==> config.mk <==
export PLATFORM = sky130hd
export DESIGN_NAME = mbox_stager
export DESIGN_NICKNAME = d
export VERILOG_FILES = /design/src/rtl/mbs_pkg.sv /design/src/rtl/mbs_pacer.sv /design/src/rtl/mbs_chunk.sv /design/src/rtl/mbox_stager.sv
export SDC_FILE = /design/constraint.sdc
export NUM_CORES = 1
export LEC_CHECK = 0
export BUFFER_PORTS_ARGS = -buffer_cell sky130_fd_sc_hd__buf_2
export CAP_MARGIN = 5
export CORE_ASPECT_RATIO = 0.6
export CORE_MARGIN = 3
export CORE_UTILIZATION = 40
export CTS_CLUSTER_SIZE = 25
export DETAILED_ROUTE_END_ITERATION = 7
export GPL_ROUTABILITY_DRIVEN = 0
export PLACE_DENSITY = 0.54
export SYNTH_ARGS = -nofsm -noshare
export SYNTH_HDL_FRONTEND = slang
export SYNTH_SLANG_ARGS = --single-unit
export TNS_END_PERCENT = 20
==> constraint.sdc <==
create_clock -name clk -period 10.1 [get_ports clk]
set_input_delay 0 -clock clk [delete_from_list [all_inputs] [get_ports clk]]
set_output_delay 0 -clock clk [all_outputs]
set_load 0.05 [all_outputs]
==> src/rtl/mbs_pkg.sv <==
package mbs_pkg;

  typedef enum logic [2:0] {
    E_NONE    = 3'd0,
    E_ALIGN   = 3'd1,
    E_IO      = 3'd2,
    E_TIMEOUT = 3'd3,
    E_HDR     = 3'd4,
    E_OFFSET  = 3'd5,
    E_PROTO   = 3'd6,
    E_SIZE    = 3'd7
  } mbs_err_e;

  typedef enum logic [3:0] {
    S_IDLE,
    S_ABORT,
    S_PLAN,
    S_HDR_LO,
    S_HDR_HI,
    S_CMD_LO,
    S_CMD_HI,
    S_FETCH,
    S_PUSH,
    S_GO,
    S_WAIT,
    S_POLL,
    S_JUDGE,
    S_RSP_RD,
    S_RSP_ACK,
    S_EVAL
  } mbs_state_e;

  localparam logic [3:0]  REG_CTRL  = 4'h0;
  localparam logic [3:0]  REG_STAT  = 4'h4;
  localparam logic [3:0]  REG_WDATA = 4'h8;
  localparam logic [3:0]  REG_RDATA = 4'hC;

  localparam logic [31:0] CTRL_ABORT = 32'h0000_0001;
  localparam logic [31:0] CTRL_GO    = 32'h8000_0000;
  localparam int          STAT_READY = 31;
  localparam int          STAT_FAULT = 2;
  localparam int          RSP_FAULT  = 2;

  localparam logic [15:0] VENDOR_CODE = 16'h8086;
  localparam logic [7:0]  OBJ_KIND    = 8'h0B;
  localparam logic [31:0] CMD_LOAD    = 32'h0000_0003;
  localparam logic [31:0] OFF_END     = 32'hFFFF_FFFF;
  localparam int          HDR_BYTES   = 16;

  function automatic logic [63:0] mbox_hdr(input logic [31:0] dwords);
    return {dwords, 8'h00, OBJ_KIND, VENDOR_CODE};
  endfunction

endpackage

==> src/rtl/mbs_pacer.sv <==
module mbs_pacer #(
  parameter int POLL_DIV  = 200000,
  parameter int MAX_POLLS = 10000
) (
  input  logic clk,
  input  logic rst_n,
  input  logic arm,
  input  logic wait_en,
  input  logic polled,
  output logic tick,
  output logic last_poll
);

  localparam int DW = $clog2(POLL_DIV + 1);
  localparam int PW = $clog2(MAX_POLLS + 1);

  logic [DW-1:0] div_q, div_d;
  logic [PW-1:0] poll_q, poll_d;

  assign tick      = wait_en && (div_q == DW'(POLL_DIV - 1));
  assign last_poll = (poll_q == PW'(MAX_POLLS - 1));

  always_comb begin
    div_d  = div_q;
    poll_d = poll_q;
    if (arm) begin
      div_d  = '0;
      poll_d = '0;
    end else begin
      if (wait_en) begin
        if (tick) div_d = '0;
        else      div_d = div_q + DW'(1);
      end
      if (polled) poll_d = poll_q + PW'(1);
    end
  end

  always_ff @(posedge clk or negedge rst_n) begin
    if (!rst_n) begin
      div_q  <= '0;
      poll_q <= '0;
    end else begin
      div_q  <= div_d;
      poll_q <= poll_d;
    end
  end

  AST_POLL_CAP: assert property (@(posedge clk) disable iff (!rst_n)
    polled |-> (poll_q < PW'(MAX_POLLS)));

endmodule

==> src/rtl/mbs_chunk.sv <==
module mbs_chunk #(
  parameter int PAGE_BYTES = 4096
) (
  input  logic [31:0] img_len,
  input  logic [31:0] offset,
  input  logic [31:0] sent,
  output logic [31:0] chunk_bytes,
  output logic [31:0] obj_dwords,
  output logic        over_budget
);
  import mbs_pkg::*;

  logic [31:0] remain;
  logic [33:0] next_total;
  logic [33:0] budget;

  always_comb begin
    remain      = img_len - offset;
    chunk_bytes = (remain < 32'(PAGE_BYTES)) ? remain : 32'(PAGE_BYTES);
    obj_dwords  = (chunk_bytes + 32'(HDR_BYTES)) >> 2;
    next_total  = {2'b00, sent} + {2'b00, chunk_bytes};
    budget      = {1'b0, img_len, 1'b0};
    over_budget = next_total > budget;
  end

endmodule

==> src/rtl/mbox_stager.sv <==
module mbox_stager #(
  parameter int PAGE_BYTES = 4096,
  parameter int POLL_DIV   = 200000,
  parameter int MAX_POLLS  = 10000,
  parameter int SRC_AW     = 16
) (
  input  logic              clk,
  input  logic              rst_n,
  input  logic              start,
  input  logic [31:0]       img_len,
  output logic              busy,
  output logic              done,
  output logic [2:0]        err_code,
  output logic [31:0]       bytes_sent,
  output logic              src_rd,
  output logic [SRC_AW-1:0] src_addr,
  input  logic [31:0]       src_data,
  output logic              mb_wr,
  output logic              mb_rd,
  output logic [3:0]        mb_addr,
  output logic [31:0]       mb_wdata,
  input  logic [31:0]       mb_rdata
);
  import mbs_pkg::*;

  localparam int PAGE_WORDS = PAGE_BYTES / 4;
  localparam int WIW        = $clog2(PAGE_WORDS + 1);

  mbs_state_e        st_q, st_d;
  logic [31:0]       len_q, len_d;
  logic [31:0]       off_q, off_d;
  logic [31:0]       sent_q, sent_d;
  logic [31:0]       chunk_q, chunk_d;
  logic [31:0]       obj_q, obj_d;
  logic [WIW-1:0]    widx_q, widx_d;
  logic [1:0]        ridx_q, ridx_d;
  logic [3:0][31:0]  rsp_q, rsp_d;
  mbs_err_e          err_q, err_d;
  logic              done_q, done_d;

  logic [31:0]       chunk_c, obj_c;
  logic              over_c;
  logic              tick, last_poll;
  logic [63:0]       req_hdr;
  logic [WIW-1:0]    chunk_words;
  logic              rsp_hdr_ok;
  logic [31:0]       rsp_off;

  mbs_chunk #(.PAGE_BYTES(PAGE_BYTES)) u_chunk (
    .img_len     (len_q),
    .offset      (off_q),
    .sent        (sent_q),
    .chunk_bytes (chunk_c),
    .obj_dwords  (obj_c),
    .over_budget (over_c)
  );

  mbs_pacer #(.POLL_DIV(POLL_DIV), .MAX_POLLS(MAX_POLLS)) u_pacer (
    .clk       (clk),
    .rst_n     (rst_n),
    .arm       (st_q == S_GO),
    .wait_en   (st_q == S_WAIT),
    .polled    (st_q == S_JUDGE),
    .tick      (tick),
    .last_poll (last_poll)
  );

  assign req_hdr     = mbox_hdr(obj_q);
  assign chunk_words = WIW'(chunk_q >> 2);
  assign rsp_hdr_ok  = ({rsp_q[1], rsp_q[0]} == mbox_hdr(32'd4));
  assign rsp_off     = rsp_q[2];

  assign busy       = (st_q != S_IDLE);
  assign done       = done_q;
  assign err_code   = err_q;
  assign bytes_sent = sent_q;

  always_comb begin
    st_d    = st_q;
    len_d   = len_q;
    off_d   = off_q;
    sent_d  = sent_q;
    chunk_d = chunk_q;
    obj_d   = obj_q;
    widx_d  = widx_q;
    ridx_d  = ridx_q;
    rsp_d   = rsp_q;
    err_d   = err_q;
    done_d  = done_q;
    mb_wr    = 1'b0;
    mb_rd    = 1'b0;
    mb_addr  = REG_CTRL;
    mb_wdata = '0;
    src_rd   = 1'b0;
    src_addr = off_q[SRC_AW+1:2] + SRC_AW'(widx_q);

    unique case (st_q)
      S_IDLE: begin
        if (start) begin
          len_d  = img_len;
          off_d  = '0;
          sent_d = '0;
          err_d  = E_NONE;
          done_d = 1'b0;
          if (img_len[1:0] != 2'b00) begin
            err_d  = E_ALIGN;
            done_d = 1'b1;
          end else begin
            st_d = S_ABORT;
          end
        end
      end
      S_ABORT: begin
        mb_wr    = 1'b1;
        mb_addr  = REG_CTRL;
        mb_wdata = CTRL_ABORT;
        st_d     = S_PLAN;
      end
      S_PLAN: begin
        if (off_q == OFF_END) begin
          done_d = 1'b1;
          st_d   = S_IDLE;
        end else if (over_c) begin
          err_d  = E_SIZE;
          done_d = 1'b1;
          st_d   = S_IDLE;
        end else begin
          chunk_d = chunk_c;
          obj_d   = obj_c;
          sent_d  = sent_q + chunk_c;
          widx_d  = '0;
          st_d    = S_HDR_LO;
        end
      end
      S_HDR_LO: begin
        mb_wr    = 1'b1;
        mb_addr  = REG_WDATA;
        mb_wdata = req_hdr[31:0];
        st_d     = S_HDR_HI;
      end
      S_HDR_HI: begin
        mb_wr    = 1'b1;
        mb_addr  = REG_WDATA;
        mb_wdata = req_hdr[63:32];
        st_d     = S_CMD_LO;
      end
      S_CMD_LO: begin
        mb_wr    = 1'b1;
        mb_addr  = REG_WDATA;
        mb_wdata = CMD_LOAD;
        st_d     = S_CMD_HI;
      end
      S_CMD_HI: begin
        mb_wr    = 1'b1;
        mb_addr  = REG_WDATA;
        mb_wdata = '0;
        st_d     = (chunk_words == '0) ? S_GO : S_FETCH;
      end
      S_FETCH: begin
        src_rd = 1'b1;
        st_d   = S_PUSH;
      end
      S_PUSH: begin
        mb_wr    = 1'b1;
        mb_addr  = REG_WDATA;
        mb_wdata = src_data;
        widx_d   = widx_q + WIW'(1);
        st_d     = (widx_q == chunk_words - WIW'(1)) ? S_GO : S_FETCH;
      end
      S_GO: begin
        mb_wr    = 1'b1;
        mb_addr  = REG_CTRL;
        mb_wdata = CTRL_GO;
        st_d     = S_WAIT;
      end
      S_WAIT: begin
        if (tick) st_d = S_POLL;
      end
      S_POLL: begin
        mb_rd   = 1'b1;
        mb_addr = REG_STAT;
        st_d    = S_JUDGE;
      end
      S_JUDGE: begin
        if (mb_rdata[STAT_READY] || last_poll) begin
          if (mb_rdata[STAT_FAULT]) begin
            err_d  = E_IO;
            done_d = 1'b1;
            st_d   = S_IDLE;
          end else if (!mb_rdata[STAT_READY]) begin
            err_d  = E_TIMEOUT;
            done_d = 1'b1;
            st_d   = S_IDLE;
          end else begin
            ridx_d = '0;
            st_d   = S_RSP_RD;
          end
        end else begin
          st_d = S_WAIT;
        end
      end
      S_RSP_RD: begin
        mb_rd   = 1'b1;
        mb_addr = REG_RDATA;
        st_d    = S_RSP_ACK;
      end
      S_RSP_ACK: begin
        rsp_d[ridx_q] = mb_rdata;
        mb_wr    = 1'b1;
        mb_addr  = REG_RDATA;
        mb_wdata = '0;
        ridx_d   = ridx_q + 2'd1;
        st_d     = (ridx_q == 2'd3) ? S_EVAL : S_RSP_RD;
      end
      S_EVAL: begin
        st_d = S_PLAN;
        if (!rsp_hdr_ok) begin
          err_d  = E_HDR;
          done_d = 1'b1;
          st_d   = S_IDLE;
        end else if ((rsp_off != OFF_END) && (rsp_off > len_q)) begin
          err_d  = E_OFFSET;
          done_d = 1'b1;
          st_d   = S_IDLE;
        end else if (rsp_q[3][RSP_FAULT]) begin
          err_d  = E_PROTO;
          done_d = 1'b1;
          st_d   = S_IDLE;
        end else begin
          off_d = rsp_off;
        end
      end
      default: st_d = S_IDLE;
    endcase
  end

  always_ff @(posedge clk or negedge rst_n) begin
    if (!rst_n) begin
      st_q    <= S_IDLE;
      len_q   <= '0;
      off_q   <= '0;
      sent_q  <= '0;
      chunk_q <= '0;
      obj_q   <= '0;
      widx_q  <= '0;
      ridx_q  <= '0;
      rsp_q   <= '0;
      err_q   <= E_NONE;
      done_q  <= 1'b0;
    end else begin
      st_q    <= st_d;
      len_q   <= len_d;
      off_q   <= off_d;
      sent_q  <= sent_d;
      chunk_q <= chunk_d;
      obj_q   <= obj_d;
      widx_q  <= widx_d;
      ridx_q  <= ridx_d;
      rsp_q   <= rsp_d;
      err_q   <= err_d;
      done_q  <= done_d;
    end
  end

  AST_ABORT_FIRST: assert property (@(posedge clk) disable iff (!rst_n)
    $rose(busy) |-> (mb_wr && mb_addr == REG_CTRL && mb_wdata == CTRL_ABORT));

  AST_CHUNK_MAX: assert property (@(posedge clk) disable iff (!rst_n)
    (st_q == S_HDR_LO) |-> (chunk_q <= 32'(PAGE_BYTES) &&
      ({1'b0, off_q} + {1'b0, chunk_q}) <= {1'b0, len_q}));

  AST_GO_THEN_WAIT: assert property (@(posedge clk) disable iff (!rst_n)
    (mb_wr && mb_addr == REG_CTRL && mb_wdata == CTRL_GO) |=> (!mb_rd && !mb_wr));

  AST_ACK_FOLLOWS_READ: assert property (@(posedge clk) disable iff (!rst_n)
    (mb_wr && mb_addr == REG_RDATA) |-> $past(mb_rd && mb_addr == REG_RDATA));

  AST_BUDGET_KEPT: assert property (@(posedge clk) disable iff (!rst_n)
    busy |-> ({2'b00, sent_q} <= {1'b0, len_q, 1'b0}));

  AST_RESULT_HOLD: assert property (@(posedge clk) disable iff (!rst_n)
    (done && !start) |=> (done && $stable(err_code) && $stable(bytes_sent)));

endmodule

Word-level counts from Yosys, hierarchy flattened
Index checks and enable logic that the tools add are counted.
Widths: inputs -> output; s select.
{"block": "totals", "reg_bits": 320, "out_inout_bits": 92, "elab_cells": 164}
{"block": "op_classes", "n_addsub": 10, "magnitude_cmp": 5, "n_eq_ne": 37, "muxes": 66, "n_bitwise": 2, "reduce_logical": 28}
{"operator": "$mux 32", "count": 8}
{"operator": "$pmux 32 s6", "count": 1}
{"operator": "$bwmux 128", "count": 1}
{"operator": "$pmux 32 s2", "count": 2}
{"operator": "$demux 32 s2", "count": 1}
{"operator": "$eq 64x35->1 const B", "count": 1}
{"operator": "$pmux 4 s16", "count": 1}
{"operator": "$mux 18", "count": 3}
{"operator": "$add 32x32->33", "count": 1}
{"operator": "$gt 33x33->1", "count": 1}
{"operator": "$add 32x32->32", "count": 1}
{"operator": "$add 32x5->32 const B", "count": 1}
{"operator": "$eq 32x32->1 const B", "count": 1}
{"operator": "$eq 4x4->1 const B", "count": 8}
{"operator": "$gt 32x32->1", "count": 1}
{"operator": "$lt 32x13->1 const B", "count": 1}
{"operator": "$mux 4", "count": 8}
{"operator": "$ne 32x32->1 const B", "count": 1}
{"operator": "$sub 32x32->32", "count": 1}
{"operator": "$mux 14", "count": 2}
{"operator": "$mux 3", "count": 9}
{"operator": "$ne 2x2->1 const B", "count": 12}
{"operator": "$mux 11", "count": 2}
{"operator": "$pmux 11 s2", "count": 1}
{"operator": "39 further kinds", "count": 79}

Logic depth before layout (Yosys ltp)
{"block": "logic_depth", "ltp_word": 8, "mapped_depth": 41, "mapped_depth_nobuf": 38}

By module
Synthesis repeated with hierarchy kept, for this count alone.
{"block": "hier_totals", "hier_cells": 2311, "hier_area_um2": 21074.0}
{"mod": "mbox_stager", "instances": 1, "cells_per_inst": 1323, "area_per_inst_um2": 13974.7, "seq_area_each_um2": 6431.2}
{"mod": "mbs_chunk", "instances": 1, "cells_per_inst": 803, "area_per_inst_um2": 5403.9, "seq_area_each_um2": 0.0}
{"mod": "mbs_pacer", "instances": 1, "cells_per_inst": 185, "area_per_inst_um2": 1695.4, "seq_area_each_um2": 800.8}

Least setup slack after synthesis
OpenSTA, ideal clock, no wires.
{"block": "synth_timing", "path_kind": "flip-flop to flip-flop", "start": "register len_q[0]", "end": "register obj_q[8]", "setup_ns": 0.137, "arrival_ns": 8.065, "required_time_ns": 9.963, "setup_slack_ns": 1.898, "stages_incl_launch_ff": 40, "period_less_slack_ns": 8.202, "path_cell_list": "dfrtp_1 -> inv_1 -> ha_1 -> fa_1 -> nor2b_1 -> o2111ai_1 -> a21boi_0 -> o31ai_1 -> and3_1 -> a211o_1 -> or4_4 -> nor4b_1 -> nand2_1 -> or2_2 -> inv_1 -> ha_1 -> a21o_1 -> a21oi_1 -> [... 4 more ...] -> o41ai_2 -> a31o_2 -> o21a_1 -> xor2_1 -> ha_1 -> a21o_1 -> a21o_1 -> a21o_1 -> a21o_1 -> a21o_1 -> a21o_1 -> a21o_1 -> o21ai_0 -> and2_1 -> clkbuf_1 -> clkbuf_1 -> clkbuf_1 -> a21oi_1"}
{"block": "synth_via", "elab_chain_len": 7, "word_cells_on_any_way": 8}
{"element": "start: declaration", "line_no": "mbox_stager.sv:30", "source": "logic [31:0] len_q, len_d;"}
{"element": "start signal: assignment", "line_no": "mbox_stager.sv:252", "source": "len_q <= len_d;"}
{"element": "$sub 32x32->32 (*)", "line_no": "mbs_chunk.sv:18", "source": "remain = img_len - offset;"}
{"element": "$lt 32x13->1", "line_no": "mbs_chunk.sv:19", "source": "chunk_bytes = (remain < 32'(PAGE_BYTES)) ? remain : 32'(PAGE_BYTES);"}
{"element": "$mux 32 (*)", "line_no": "mbs_chunk.sv:19"}
{"element": "via chunk_c[12]", "line_no": "mbox_stager.sv:41", "source": "logic [31:0] chunk_c, obj_c;"}
{"element": "$add 32x32->33 (*)", "line_no": "mbs_chunk.sv:21", "source": "next_total = {2'b00, sent} + {2'b00, chunk_bytes};"}
{"element": "$gt 33x33->1 (*)", "line_no": "mbs_chunk.sv:23", "source": "over_budget = next_total > budget;"}
{"element": "$not 1->1 (no source line) (*)"}
{"element": "$reduce_and 3->1 (no source line) (*)"}
{"element": "end signal: assignment", "line_no": "mbox_stager.sv:256", "source": "obj_q <= obj_d;"}
{"element": "end: declaration", "line_no": "mbox_stager.sv:34", "source": "logic [31:0] obj_q, obj_d;"}
Mark *: on every way through the listed nets, which the timed path passes. The rest lies on a longest branch.
A chain may end at the register's enable or synchronous reset.

Worst setup path in the final report
{"block": "layout_timing", "start": "register off_q[14]", "end": "register sent_q[20] (netlist: bytes_sent[20])"}
{"block": "layout_via", "elab_chain_len": 7, "word_cells_on_any_way": 13}
{"element": "start: declaration", "line_no": "mbox_stager.sv:31", "source": "logic [31:0] off_q, off_d;"}
{"element": "start signal: assignment", "line_no": "mbox_stager.sv:241", "source": "off_q <= '0;"}
{"element": "start signal: assignment", "line_no": "mbox_stager.sv:253", "source": "off_q <= off_d;"}
{"element": "$sub 32x32->32 (*)", "line_no": "mbs_chunk.sv:18"}
{"element": "$lt 32x13->1 (*)", "line_no": "mbs_chunk.sv:19"}
{"element": "$mux 32 (*)", "line_no": "mbs_chunk.sv:19"}
{"element": "via chunk_c[12]", "line_no": "mbox_stager.sv:41"}
{"element": "$add 32x32->33 or $add 32x32->32 (tied branches)", "line_no": "mbs_chunk.sv:21, mbox_stager.sv:130"}
{"element": "$gt 33x33->1 or $mux 32 (tied branches)", "line_no": "mbs_chunk.sv:23, mbox_stager.sv:123"}
{"element": "$ne 2x2->1 (no source line) or $mux 32 (tied branches)"}
{"element": "$reduce_and 4->1 (no source line) or $pmux 32 s2 (tied branches)"}
{"element": "end signal: assignment", "line_no": "mbox_stager.sv:254", "source": "sent_q <= sent_d;"}
{"element": "end: declaration", "line_no": "mbox_stager.sv:32", "source": "logic [31:0] sent_q, sent_d;"}
Mark *: on every way through the listed nets, which the timed path passes. The rest lies on a longest branch. The select of a mux whose other input is x is not followed.

==> results by stage <==
Synthesis:
- The synthesized instance count is 1984.
- The fraction of registers with async set/reset is 1.000.
- The count of state elements after synthesis is 285.
- Counting flops with a built-in enable in the synthesized netlist gives 0.
- Sorting the synthesized cells by area gives the leading types as sky130_fd_sc_hd__dfrtp_1 (38%), sky130_fd_sc_hd__ha_1 (9.8%), sky130_fd_sc_hd__mux2_2 (8.3%).
- The area of the mapped netlist is 0.01885 mm².
- The most frequently used cell type in the post-synthesis netlist is sky130_fd_sc_hd__dfrtp_1.
- Of all cell types, the one taking the most synthesized area is sky130_fd_sc_hd__dfrtp_1.
- The share of the yosys chip area belonging to registers is 0.3784.
- In this run the mean area of a mapped cell was 9.499 µm².
- The unique cell type count in the Yosys netlist is 86.
- The synthesis warning total is 0.
- The dominant register cell in the synthesized netlist is sky130_fd_sc_hd__dfrtp_1.
- The share of synthesized area in the top cell type comes to 0.3784.
- Sorting the synthesized cells by how often they occur yields sky130_fd_sc_hd__dfrtp_1 (285), sky130_fd_sc_hd__nand2_1 (165), sky130_fd_sc_hd__ha_1 (147).

Run status:
- The flow ran to the end, and the final reports show no timing, DRC or antenna violations.

Clocking:
- In this run the clock root is driven by a sky130_fd_sc_hd__clkbuf_16.
- Clock-pin slew was measured on the worst setup and hold paths at 0.07 ns.
- CTS built an H-tree with a depth of 1.
- TritonCTS built the clock tree.
- The clock passes through at most 3 buffers.
- The clock latency on the worst-skew pair is 0.61 ns.
- Clock tree synthesis found a total of 285 sinks.
- The number of buffers created by CTS is 30.

Pwr:
- The share of total power dissipated in the clock network is 0.181.
- The sequential fraction of design power is 0.271.
- Of the total power, the share spent switching nets is 0.4816.
- The combinational group share of total power is 0.549.
- The internal power of the cells totals 3.445 mW.
- In this run the power spent charging and discharging nets is 3.200 mW.
- The analysis attributes to cell leakage a power of 10.39 nW.
- The power per cell area is 298.9 mW/mm².
- Across the VDD grid, the largest voltage drop is 0.1582 mV.

Finish:
- The number of antenna diodes in the final layout is 0.
- In the final layout, the share of cells above drive strength 1 is 0.1934.
- The net count of the finished layout is 2477.
- Relative to the synthesized area, the layout overhead comes to 17.98%.

Detailed routing:
- The first routing iteration left 1789 violations.
- For this run, design rule violations remaining after detail routing come to 0.
- After detailed routing, the average wire length per cell comes to 21.75 µm.
- The detail route stage leaves a number of antenna-violating nets equal to 0.
- Summed over all layers, the routed wires come to 62.39 mm.
- The post-detailed-route via-to-cell ratio is 5.732.
- The pre-antenna-repair detailed-routing pass consisted of 8 iterations.
- The total number of vias is 16450.

Die:
- For this configuration, the core starts out at a cell density of 0.4129.
- Row generation in the floorplan step produced 60 rows.
- 191 I/O pins were placed.
- The core region is 0.04564 mm².
- From bottom edge to top edge, the die measures 174.1 µm.
- The die area is 0.04984 mm².
- The floorplan step set the die width to 286.2 µm.

Critical path:
- The worst endpoint data arrival time is 10.09 ns.
- The cell count of the worst reg-to-reg path is 36.
- For the worst setup path, the data required time is 10.62 ns.
- The startpoint type of the worst setup path is a flip-flop.
- Of all nets on the critical path, the largest fanout is 17.
- The critical path endpoint category is a flip-flop.
- The critical path's slowest cell is sky130_fd_sc_hd__or4_4.
- The type of the worst setup path is reg -> reg.
- The setup slack on the worst flop-to-flop path is 0.53 ns.
- The maximum single-stage delay on the critical path is 0.62 ns.
- The cell that appears most often on the critical path is sky130_fd_sc_hd__a21o_1.

Hold path:
- The kind of path behind the tightest hold check is in -> async.

GRT:
- For this run, the total global-route usage over all layers was measured as 0.2456.
- The maximum number of pins on one net before global-route repair is 100.
- The via count of the first global-routing pass came to 15680.
- The first global-routing pass estimated 95.57 mm of wire.
- The total overflow left after global routing is 0.
- The initial antenna violation count is 1.

STA:
- The total count of hold-check failures in the final report was 0.
- Clock skew on the completed layout was measured at 0.03422 ns.
- The fmax is 104.5 MHz.
- The final number of max-transition violations came to 0.
- The clock period could shrink to 9.571 ns.
- The final number of setup-violating endpoints is 0.
- In the final timing run, aggregate negative setup slack is 0 ns.
- The final hold slack is 0.01422 ns.
- Headroom to the max-slew limit came out at 0.2717.
- Across all setup checks in the final design, the least slack found is 0.5293 ns.
- At the pin with the least slew margin, the transition time is 1.088 ns.
- The share of the clock period used by the worst path after layout is 0.9476.

Place:
- The count of buffers added on input and output ports is 188.
- The post-detailed-placement half-perimeter wirelength is 48.75 mm.
- At the placement stage, the worst setup path has a slack of 0.3639 ns.

Flow run:
- The number of violations of the max-capacitance limit is 0.
## placed cells by master, fill, tap and decap left out, types with 23 or more instances in the layout
master                            n
sky130_fd_sc_hd__nand2_1        163
sky130_fd_sc_hd__buf_2          187
sky130_fd_sc_hd__a21o_1          57
sky130_fd_sc_hd__dfrtp_1        285
sky130_fd_sc_hd__mux2i_1         32
sky130_fd_sc_hd__and3_1          28
sky130_fd_sc_hd__xor2_1          48
sky130_fd_sc_hd__nand4_1         65
sky130_fd_sc_hd__nor3_1          25
sky130_fd_sc_hd__mux2_2         139
sky130_fd_sc_hd__inv_1          112
sky130_fd_sc_hd__ha_1           146
sky130_fd_sc_hd__nor2_1         106
sky130_fd_sc_hd__xnor2_1         49
sky130_fd_sc_hd__o21ai_0        113
sky130_fd_sc_hd__and2_1          27
sky130_fd_sc_hd__a22o_1          53
sky130_fd_sc_hd__nand3_1         53
sky130_fd_sc_hd__nand2b_1        23
sky130_fd_sc_hd__dlygate4sd3_1   66
sky130_fd_sc_hd__clkbuf_16       30
sky130_fd_sc_hd__a21oi_1        106
## critical path, delay by kind of cell (launching register included)
kind	cells	cell delay (ns)
flip-flops	1	0.42
buffers and inverters	3	0.55
XOR/XNOR	1	0.30
AO/OA/AOI/OAI	18	4.27
AND/OR/NAND/NOR	11	2.68
adder cells (fa/ha/maj)	3	1.24
## power by group through the flow
stage | Combinational [mW] | Clock [mW] | Sequential, mW
5_1_grt | 3.93 | 1.28 | 1.84
3_5_place_dp | 3.49 | 0 | 1.80
2_1_floorplan | 2.47 | 0 | 1.75
6_report | 3.65 | 1.20 | 1.80
4_1_cts | 3.53 | 1.22 | 1.79
3_3_place_gp | 3.46 | 0 | 1.80
## cell families (layout without fill, tap and decap cells)
logic type	after synthesis	after routing	synth area share
buffers and inverters	198	443	0.04123
other	1	21	0.0001990
and+or+nand+nor	586	586	0.1569
adders and majority gates	151	151	0.1013
AOI/OAI and AO/OA	494	494	0.1760
DFF	285	285	0.3784
xor gates and xnor gates	98	98	0.04594
muxes	171	171	0.1000
## state kept, by name, indices dropped and copies added, names as in the netlist
register and count:
bytes_sent 32, chunk_q 11, done 1, err_code 3
len_q 32, obj_q 28, off_q 32, ridx_q 2
rsp_off 32, rsp_q 65, st_q 4, u_pacer.div_q 18
u_pacer.poll_q 14, widx_q 11
## through the flow
stage / cell area, µm² / util / power [mW] / std cells
final: 22240 / 0.4872 / 6.646 / 2869
after global routing: 22240 / 0.4872 / 7.045 / 2869
after CTS: 22230 / 0.4870 / 6.542 / 2869
after detailed placement: 20520 / 0.4496 / 5.298 / 2750
after global placement: 20520 / 0.4496 / 5.254 / 2750
after floorplan: 18920 / - / 4.222 / 2004
## path summary, 6_finish.rpt
check | startpoint | to
max in group asynchronous | rst_n | rsp_q[9]
min reg2reg | obj_q[25] | obj_q[25]
min in group clk | img_len[28] | len_q[28]
min | rst_n | len_q[20]
max reg2reg | off_q[14] | bytes_sent[20]
max | off_q[14] | bytes_sent[20]
## layer usage
layer / track usage / share of wire / up-vias
met3: 0.06933 / 0.092 / 77
met5: 0 / 0.00024 / -
li1: - / - / 7699
met2: 0.3257 / 0.38 / 616
met1: 0.3865 / 0.51 / 8051
met4: 0.05324 / 0.024 / 2
## area by class of cell
class / count / area, µm²
fill: 4344 / 23410
multi-input combinational: 1521 / 11050
sequential: 285 / 7132
clock inverter: 18 / 265.3
clock buffer: 35 / 779.5
tap: 620 / 775.7
timing repair buffer: 278 / 1817
inverter: 112 / 420.4
## what timing repair did
item / 4_1_cts / 5_1_grt
endpoints found under the hold margin: 233 / 0
setup endpoints to repair: 0 / 87
buffers inserted: 0 / 0
resized for setup: 0 / 3
hold buffers: 66 / 0
No activity file was read; power rests on OpenSTA's default activity.
